==> src/rtl/lcd_mux_seq.sv <==
module lcd_mux_seq #(
  parameter int NSEG = 23,
  parameter int NPORT = 16,
  parameter logic [NPORT-1:0] PORT_MASK = '0
) (
  input  logic                     clk,
  input  logic                     rst_n,
  input  logic                     tick,
  input  logic [1:0]               duty_sel,
  input  logic                     disp_on,
  input  logic [(NSEG+2)*4-1:0]    seg_data,
  input  logic [NPORT-1:0]         port_val,
  output logic [7:0]               com_lvl,
  output logic [2*NSEG-1:0]        seg_lvl
);

  localparam logic [1:0] GND = 2'b00;
  localparam logic [1:0] LOW = 2'b11;

  logic [1:0] duty_q;
  logic [1:0] phase;
  logic       pol;
  logic [1:0] last;
  logic       half;

  assign half = (duty_q == 2'b10);
  assign last = (duty_q == 2'b01) ? 2'd2 : (duty_q == 2'b10) ? 2'd1 : 2'd3;

  always_ff @(posedge clk) begin
    if (!rst_n) begin
      duty_q <= 2'b00;
      phase  <= 2'd0;
      pol    <= 1'b0;
    end else if (duty_sel != duty_q) begin
      duty_q <= duty_sel;
      phase  <= 2'd0;
      pol    <= 1'b0;
    end else if (!disp_on) begin
      phase  <= 2'd0;
      pol    <= 1'b0;
    end else if (tick) begin
      if (phase == last) begin
        phase <= 2'd0;
        pol   <= ~pol;
      end else begin
        phase <= phase + 2'd1;
      end
    end
  end

  logic [1:0] lv_sel, lv_uns, lv_on, lv_off;
  assign lv_sel = pol ? GND : LOW;
  assign lv_uns = half ? 2'b10 : (pol ? 2'b10 : 2'b01);
  assign lv_on  = pol ? LOW : GND;
  assign lv_off = half ? lv_sel : (pol ? 2'b01 : 2'b10);

  for (genvar c = 0; c < 4; c++) begin : g_com
    localparam int WD = (c == 3) ? NSEG : NSEG + 1;
    logic [3:0] word;
    logic       as_seg;
    assign word   = seg_data[4*WD +: 4];
    assign as_seg = (c == 3) ? (duty_q == 2'b01 || duty_q == 2'b10)
                  : (c == 2) ? half : 1'b0;
    assign com_lvl[2*c +: 2] = !disp_on ? GND
                             : as_seg   ? (word[phase] ? lv_on : lv_off)
                             : (phase == 2'(c)) ? lv_sel : lv_uns;
  end

  for (genvar k = 0; k < NSEG; k++) begin : g_seg
    logic [3:0] word;
    assign word = seg_data[4*k +: 4];
    if (k < NPORT) begin : g_low
      if (PORT_MASK[k]) begin : g_port
        assign seg_lvl[2*k +: 2] = port_val[k] ? GND : LOW;
      end else begin : g_disp
        assign seg_lvl[2*k +: 2] = !disp_on ? GND : (word[phase] ? lv_on : lv_off);
      end
    end else begin : g_high
      assign seg_lvl[2*k +: 2] = !disp_on ? GND : (word[phase] ? lv_on : lv_off);
    end
  end

  logic [1:0] cur_com;
  assign cur_com = com_lvl[{phase, 1'b0} +: 2];

  p_phase_range_r3: assert property (@(posedge clk) disable iff (!rst_n)
    phase <= last);

  p_wrap_flip_r3: assert property (@(posedge clk) disable iff (!rst_n)
    (tick && disp_on && duty_sel == duty_q && phase == last)
      |=> (phase == 2'd0 && pol != $past(pol)));

  p_hold_r3: assert property (@(posedge clk) disable iff (!rst_n)
    (!tick && disp_on && duty_sel == duty_q) |=> ($stable(phase) && $stable(pol)));

  p_off_rest_r2: assert property (@(posedge clk) disable iff (!rst_n)
    !disp_on |=> (phase == 2'd0 && !pol));

  p_duty_restart_r10: assert property (@(posedge clk) disable iff (!rst_n)
    (duty_sel != duty_q) |=> (phase == 2'd0 && !pol && duty_q == $past(duty_sel)));

  p_sel_extreme_r4: assert property (@(posedge clk) disable iff (!rst_n)
    disp_on |-> (cur_com == GND || cur_com == LOW));

  p_half_no_v1_r6: assert property (@(posedge clk) disable iff (!rst_n)
    (disp_on && half) |-> (com_lvl[1:0] != 2'b01 && com_lvl[3:2] != 2'b01 &&
                           com_lvl[5:4] != 2'b01 && com_lvl[7:6] != 2'b01));

endmodule

==> config.mk <==
export PLATFORM = sky130hd
export DESIGN_NAME = lcd_mux_seq
export DESIGN_NICKNAME = d
export VERILOG_FILES = /design/src/rtl/lcd_mux_seq.sv
export SDC_FILE = /design/constraint.sdc
export NUM_CORES = 1
export LEC_CHECK = 0
export ABC_AREA = 1
export CAP_MARGIN = 20
export CORE_ASPECT_RATIO = 0.7
export CORE_MARGIN = 1.5
export CORE_UTILIZATION = 40
export CTS_BUF_LIST = sky130_fd_sc_hd__clkbuf_8
export CTS_CLUSTER_DIAMETER = 200
export DETAILED_ROUTE_END_ITERATION = 16
export DONT_BUFFER_PORTS = 1
export PLACE_DENSITY_LB_ADDON = 0.08
export SLEW_MARGIN = 30
export SYNTH_ARGS = -nofsm -noshare
export SYNTH_HDL_FRONTEND = slang
export SYNTH_SLANG_ARGS = --single-unit
==> constraint.sdc <==
create_clock -name clk -period 2.9 [get_ports clk]
set_input_delay 0.145 -clock clk [delete_from_list [all_inputs] [get_ports clk]]
set_output_delay 0.145 -clock clk [all_outputs]
set_load 0.005 [all_outputs]
==> metrics.txt <==
# TYPE chip_impl_metric gauge
chip_impl_metric{name="period_needed",unit="ns"} 2.35
chip_impl_metric{name="die_area",unit="um2"} 6050
chip_impl_metric{name="gp_routability_congestion",unit=""} 0.730
chip_impl_metric{name="ff2ff_setup_slack",unit="ns"} 1.22
chip_impl_metric{name="timing.fmax",unit="GHz"} 0.426
chip_impl_metric{name="clkTransAtPathRegs",unit="ns"} 0.03
chip_impl_info{name="clock_tree_from_tritoncts",value="built"} 1
chip_impl_metric{name="vias",unit=""} 2482
chip_impl_info{name="critical_path.cell_chain",value="inv_1, ha_1, inv_1, ha_1, a21oi_2, inv_1, nor2_1, nor2_1"} 1
chip_impl_metric{name="layout.nets",unit=""} 564
chip_impl_metric{name="place_ws",unit="ns"} 0.756
chip_impl_metric{name="numPortBuffers",unit=""} 0
chip_impl_metric{name="final-max-slew-violation-count",unit=""} 0
chip_impl_metric{name="postSynthCellCount",unit=""} 450
chip_impl_metric{name="antenna_cells",unit=""} 0
chip_impl_metric{name="worst_path_largest_cell_delay",unit="ns"} 0.60
chip_impl_metric{name="tritoncts_buffers",unit=""} 3
chip_impl_metric{name="die_w",unit="um"} 92.4
chip_impl_metric{name="use_met3",unit=""} 0.0463
chip_impl_metric{name="finalSetupTns",unit="ns"} 0
chip_impl_info{name="timing.critical_path.slowest_stage_cell",value="sky130_fd_sc_hd__inv_1"} 1
chip_impl_metric{name="finalNonFillerCells",unit=""} 504
chip_impl_info{name="worst_setup_path_end_kind",value="output port"} 1
chip_impl_metric{name="met2_usage",unit=""} 0.363
chip_impl_metric{name="sequential_cell_area_fraction_in_the_yosys_report",unit=""} 0.0448
chip_impl_metric{name="detail_route.wl_per_cell",unit="um"} 12.7
chip_impl_info{name="r2r-start",value="phase[0]"} 1
chip_impl_info{name="final_cell_mix",value="172 x sky130_fd_sc_hd__nand2_1, 95 x sky130_fd_sc_hd__nor2_1, 64 x sky130_fd_sc_hd__inv_1"} 1
chip_impl_metric{name="rows",unit=""} 22
chip_impl_metric{name="use_met1",unit=""} 0.259
chip_impl_metric{name="cellPowerDensity",unit="nW/um2"} 193
chip_impl_metric{name="area_delta_synth_final",unit="%"} -0.895
chip_impl_info{name="rsz0062_at_grt",value="no"} 1
chip_impl_metric{name="synth_area_per_cell",unit="um2"} 4.97
chip_impl_metric{name="max_cap_viol_count",unit=""} 0
chip_impl_metric{name="timing.max_slew.rel_slack",unit=""} 0.468
chip_impl_metric{name="drtIter0Drc",unit=""} 97
chip_impl_info{name="timing.setup.critical_path_class",value="register to output port"} 1
chip_impl_metric{name="grt_usage",unit=""} 0.204
chip_impl_metric{name="hold_violations",unit=""} 0
chip_impl_metric{name="static-leakage-power",unit="nW"} 1.34
chip_impl_info{name="cts-root-buf",value="sky130_fd_sc_hd__clkbuf_8"} 1
chip_impl_metric{name="synth.cell_area",unit="um2"} 2240
chip_impl_metric{name="overflow",unit=""} 0
chip_impl_metric{name="clock-skew-final",unit="ns"} 0.000826
chip_impl_metric{name="synth_enable_flop_cells",unit=""} 0
chip_impl_metric{name="grt_antenna_before_repair",unit=""} 0
chip_impl_metric{name="cts_resized",unit=""} 0
chip_impl_metric{name="finalWorstSetupSlack",unit="ns"} 0.554
chip_impl_info{name="post-synth-top-area-cell",value="sky130_fd_sc_hd__nand2_1"} 1
chip_impl_metric{name="synth.net_count",unit=""} 581
chip_impl_metric{name="vias_per_cell",unit=""} 4.92
chip_impl_metric{name="yosys_warns",unit=""} 0
chip_impl_metric{name="finalCritPeriodShare",unit=""} 0.809
chip_impl_info{name="worstHoldEndpoint",value="duty_q[1]"} 1
chip_impl_metric{name="start_util",unit=""} 0.421
chip_impl_metric{name="drive_gt1_frac",unit=""} 0.0810
chip_impl_metric{name="htreeDepth",unit=""} 1
chip_impl_metric{name="post-cts-setup-buffer-count",unit=""} 0
chip_impl_info{name="holdCritStartpoint",value="duty_sel[1]"} 1
chip_impl_info{name="synth_flop_cell",value="sky130_fd_sc_hd__dfxtp_1"} 1
chip_impl_info{name="busiest_layer",value="met2"} 1
chip_impl_info{name="critical_path.top_delay_family",value="buffers and inverters"} 1
chip_impl_metric{name="post-route-drc-count",unit=""} 0
chip_impl_info{name="holdCritPathClass",value="input pin to register"} 1
chip_impl_metric{name="ir_drop",unit="mV"} 0.147
chip_impl_metric{name="clk_path_buf_depth",unit=""} 2
chip_impl_metric{name="max_slew.worst_pin.slew",unit="ns"} 0.797
chip_impl_metric{name="final-setup-viol-count",unit=""} 0
chip_impl_metric{name="synth_top_cell_area_share",unit=""} 0.289
chip_impl_metric{name="via_count_of_the_first_global_routing_pass",unit=""} 2148
chip_impl_metric{name="clock_sinks",unit=""} 5
chip_impl_metric{name="reg2reg_depth",unit=""} 4
chip_impl_metric{name="synth-seq-cells",unit=""} 5
chip_impl_metric{name="final.fill_count",unit=""} 601
chip_impl_info{name="layout.cells.most_common",value="sky130_fd_sc_hd__nand2_1"} 1
chip_impl_metric{name="combined_area_of_the_multi_input_logic_cells",unit="um2"} 1700
chip_impl_metric{name="insertion_delay",unit="ns"} 0.22
chip_impl_metric{name="die_h",unit="um"} 65.6
chip_impl_metric{name="cts_hold_repair.buffers",unit=""} 0
chip_impl_metric{name="synth_async_sr_flop_share",unit=""} 0
chip_impl_metric{name="placed_cells",unit=""} 500
chip_impl_metric{name="core",unit="um2"} 5310
chip_impl_metric{name="sequential_cell_area",unit="um2"} 101
chip_impl_info{name="critical-path-top-cell-by-count",value="sky130_fd_sc_hd__inv_1"} 1
chip_impl_info{name="worst_setup_path_start_kind",value="register"} 1
chip_impl_info{name="setup.worst_path.start",value="duty_q[0]"} 1
chip_impl_metric{name="postRouteAntennaNets",unit=""} 0
chip_impl_metric{name="wire_length_of_the_first_global_routing_pass",unit="um"} 10100
chip_impl_metric{name="routed_wl",unit="um"} 6380
chip_impl_metric{name="crit_path_max_fanout",unit=""} 23
chip_impl_metric{name="io-pin-count",unit=""} 176
chip_impl_metric{name="hold_path_depth",unit=""} 2
chip_impl_info{name="crit-reg2reg-capture",value="phase[1]"} 1
chip_impl_metric{name="timing.critical_path.arrival",unit="ns"} 2.20
chip_impl_metric{name="critical_path_required",unit="ns"} 2.76
chip_impl_metric{name="first_pass_iters",unit=""} 6
chip_impl_metric{name="post-dp-hpwl",unit="um"} 4690
chip_impl_info{name="synth_area_leaders",value="sky130_fd_sc_hd__nand2_1 29%, sky130_fd_sc_hd__nor2_1 16%, sky130_fd_sc_hd__o211ai_2 13%"} 1
chip_impl_info{name="status",value="complete, no violations"} 1
chip_impl_metric{name="critical_path_buf_inv_count",unit=""} 3
chip_impl_metric{name="maximum_number_of_pins_on_one_net_before_global_route_repair",unit=""} 54
chip_impl_metric{name="yosysUniqueCellTypes",unit=""} 22
==> worst max path at each step <==
stage | end | cells after the start
final | seg_lvl[5] | 8
after global routing | seg_lvl[33] | 8
after CTS | seg_lvl[21] | 8
after detailed placement | seg_lvl[21] | 8
after global placement | seg_lvl[21] | 8
after floorplan | seg_lvl[0] | 7
==> synth_stat cells, types with 2 or more instances <==
cell,instances
sky130_fd_sc_hd__buf_6,8
sky130_fd_sc_hd__o211ai_2,23
sky130_fd_sc_hd__nand3_1,9
sky130_fd_sc_hd__buf_4,5
sky130_fd_sc_hd__nand2_1,172
sky130_fd_sc_hd__a21oi_1,11
sky130_fd_sc_hd__clkbuf_1,3
sky130_fd_sc_hd__dfxtp_1,5
sky130_fd_sc_hd__nor2_1,95
sky130_fd_sc_hd__o21ai_0,30
sky130_fd_sc_hd__buf_1,2
sky130_fd_sc_hd__inv_1,63
sky130_fd_sc_hd__ha_1,9
sky130_fd_sc_hd__buf_2,7
==> registers in the layout (all words and copies together), names as in the netlist <==
register and cells:
pol 1, phase 2, duty_q 2
==> through the flow <==
stage / utilization / power (mW) / hold WS (ns) / area, um2
4_1_cts: 0.417 / 0.430 / 0.0178 / 2220
2_1_floorplan: - / 0.277 / 0.238 / 2240
5_1_grt: 0.417 / 0.474 / 0.0496 / 2220
6_report: 0.417 / 0.427 / 0.0209 / 2220
3_3_place_gp: 0.409 / 0.300 / 0.246 / 2170
3_5_place_dp: 0.409 / 0.304 / 0.245 / 2170
==> per-layer routing <==
metal / part of all wire / vias up
met3: 0.089 / 0
met5: 0 / -
li1: - / 1332
met4: 0 / 0
met1: 0.46 / 1044
met2: 0.45 / 106
==> cell type report <==
cell class / count / area share
multi-input combinational: 354 / 0.766
inverter: 65 / 0.113
clock inverter: 1 / 0.00169
sequential: 5 / 0.0457
clock buffer: 3 / 0.0186
timing repair buffer: 4 / 0.0136
tap: 72 / 0.0407
==> power breakdown <==
group | switching (mW) | internal (mW)
registers | 0.00455 | 0.0714
clock network | 0.0340 | 0.0907
logic | 0.148 | 0.0781
total | 0.186 | 0.240
==> logic make-up after synthesis <==
group | count (synthesis) | share of synthesized area
fa+ha+maj | 9 | 0.0504
buf+inv | 91 | 0.196
flops | 5 | 0.0448
xor+xnor | 2 | 0.0112
compound gates | 65 | 0.224
simple gates | 278 | 0.473
No activity file was read; power rests on OpenSTA's default activity.
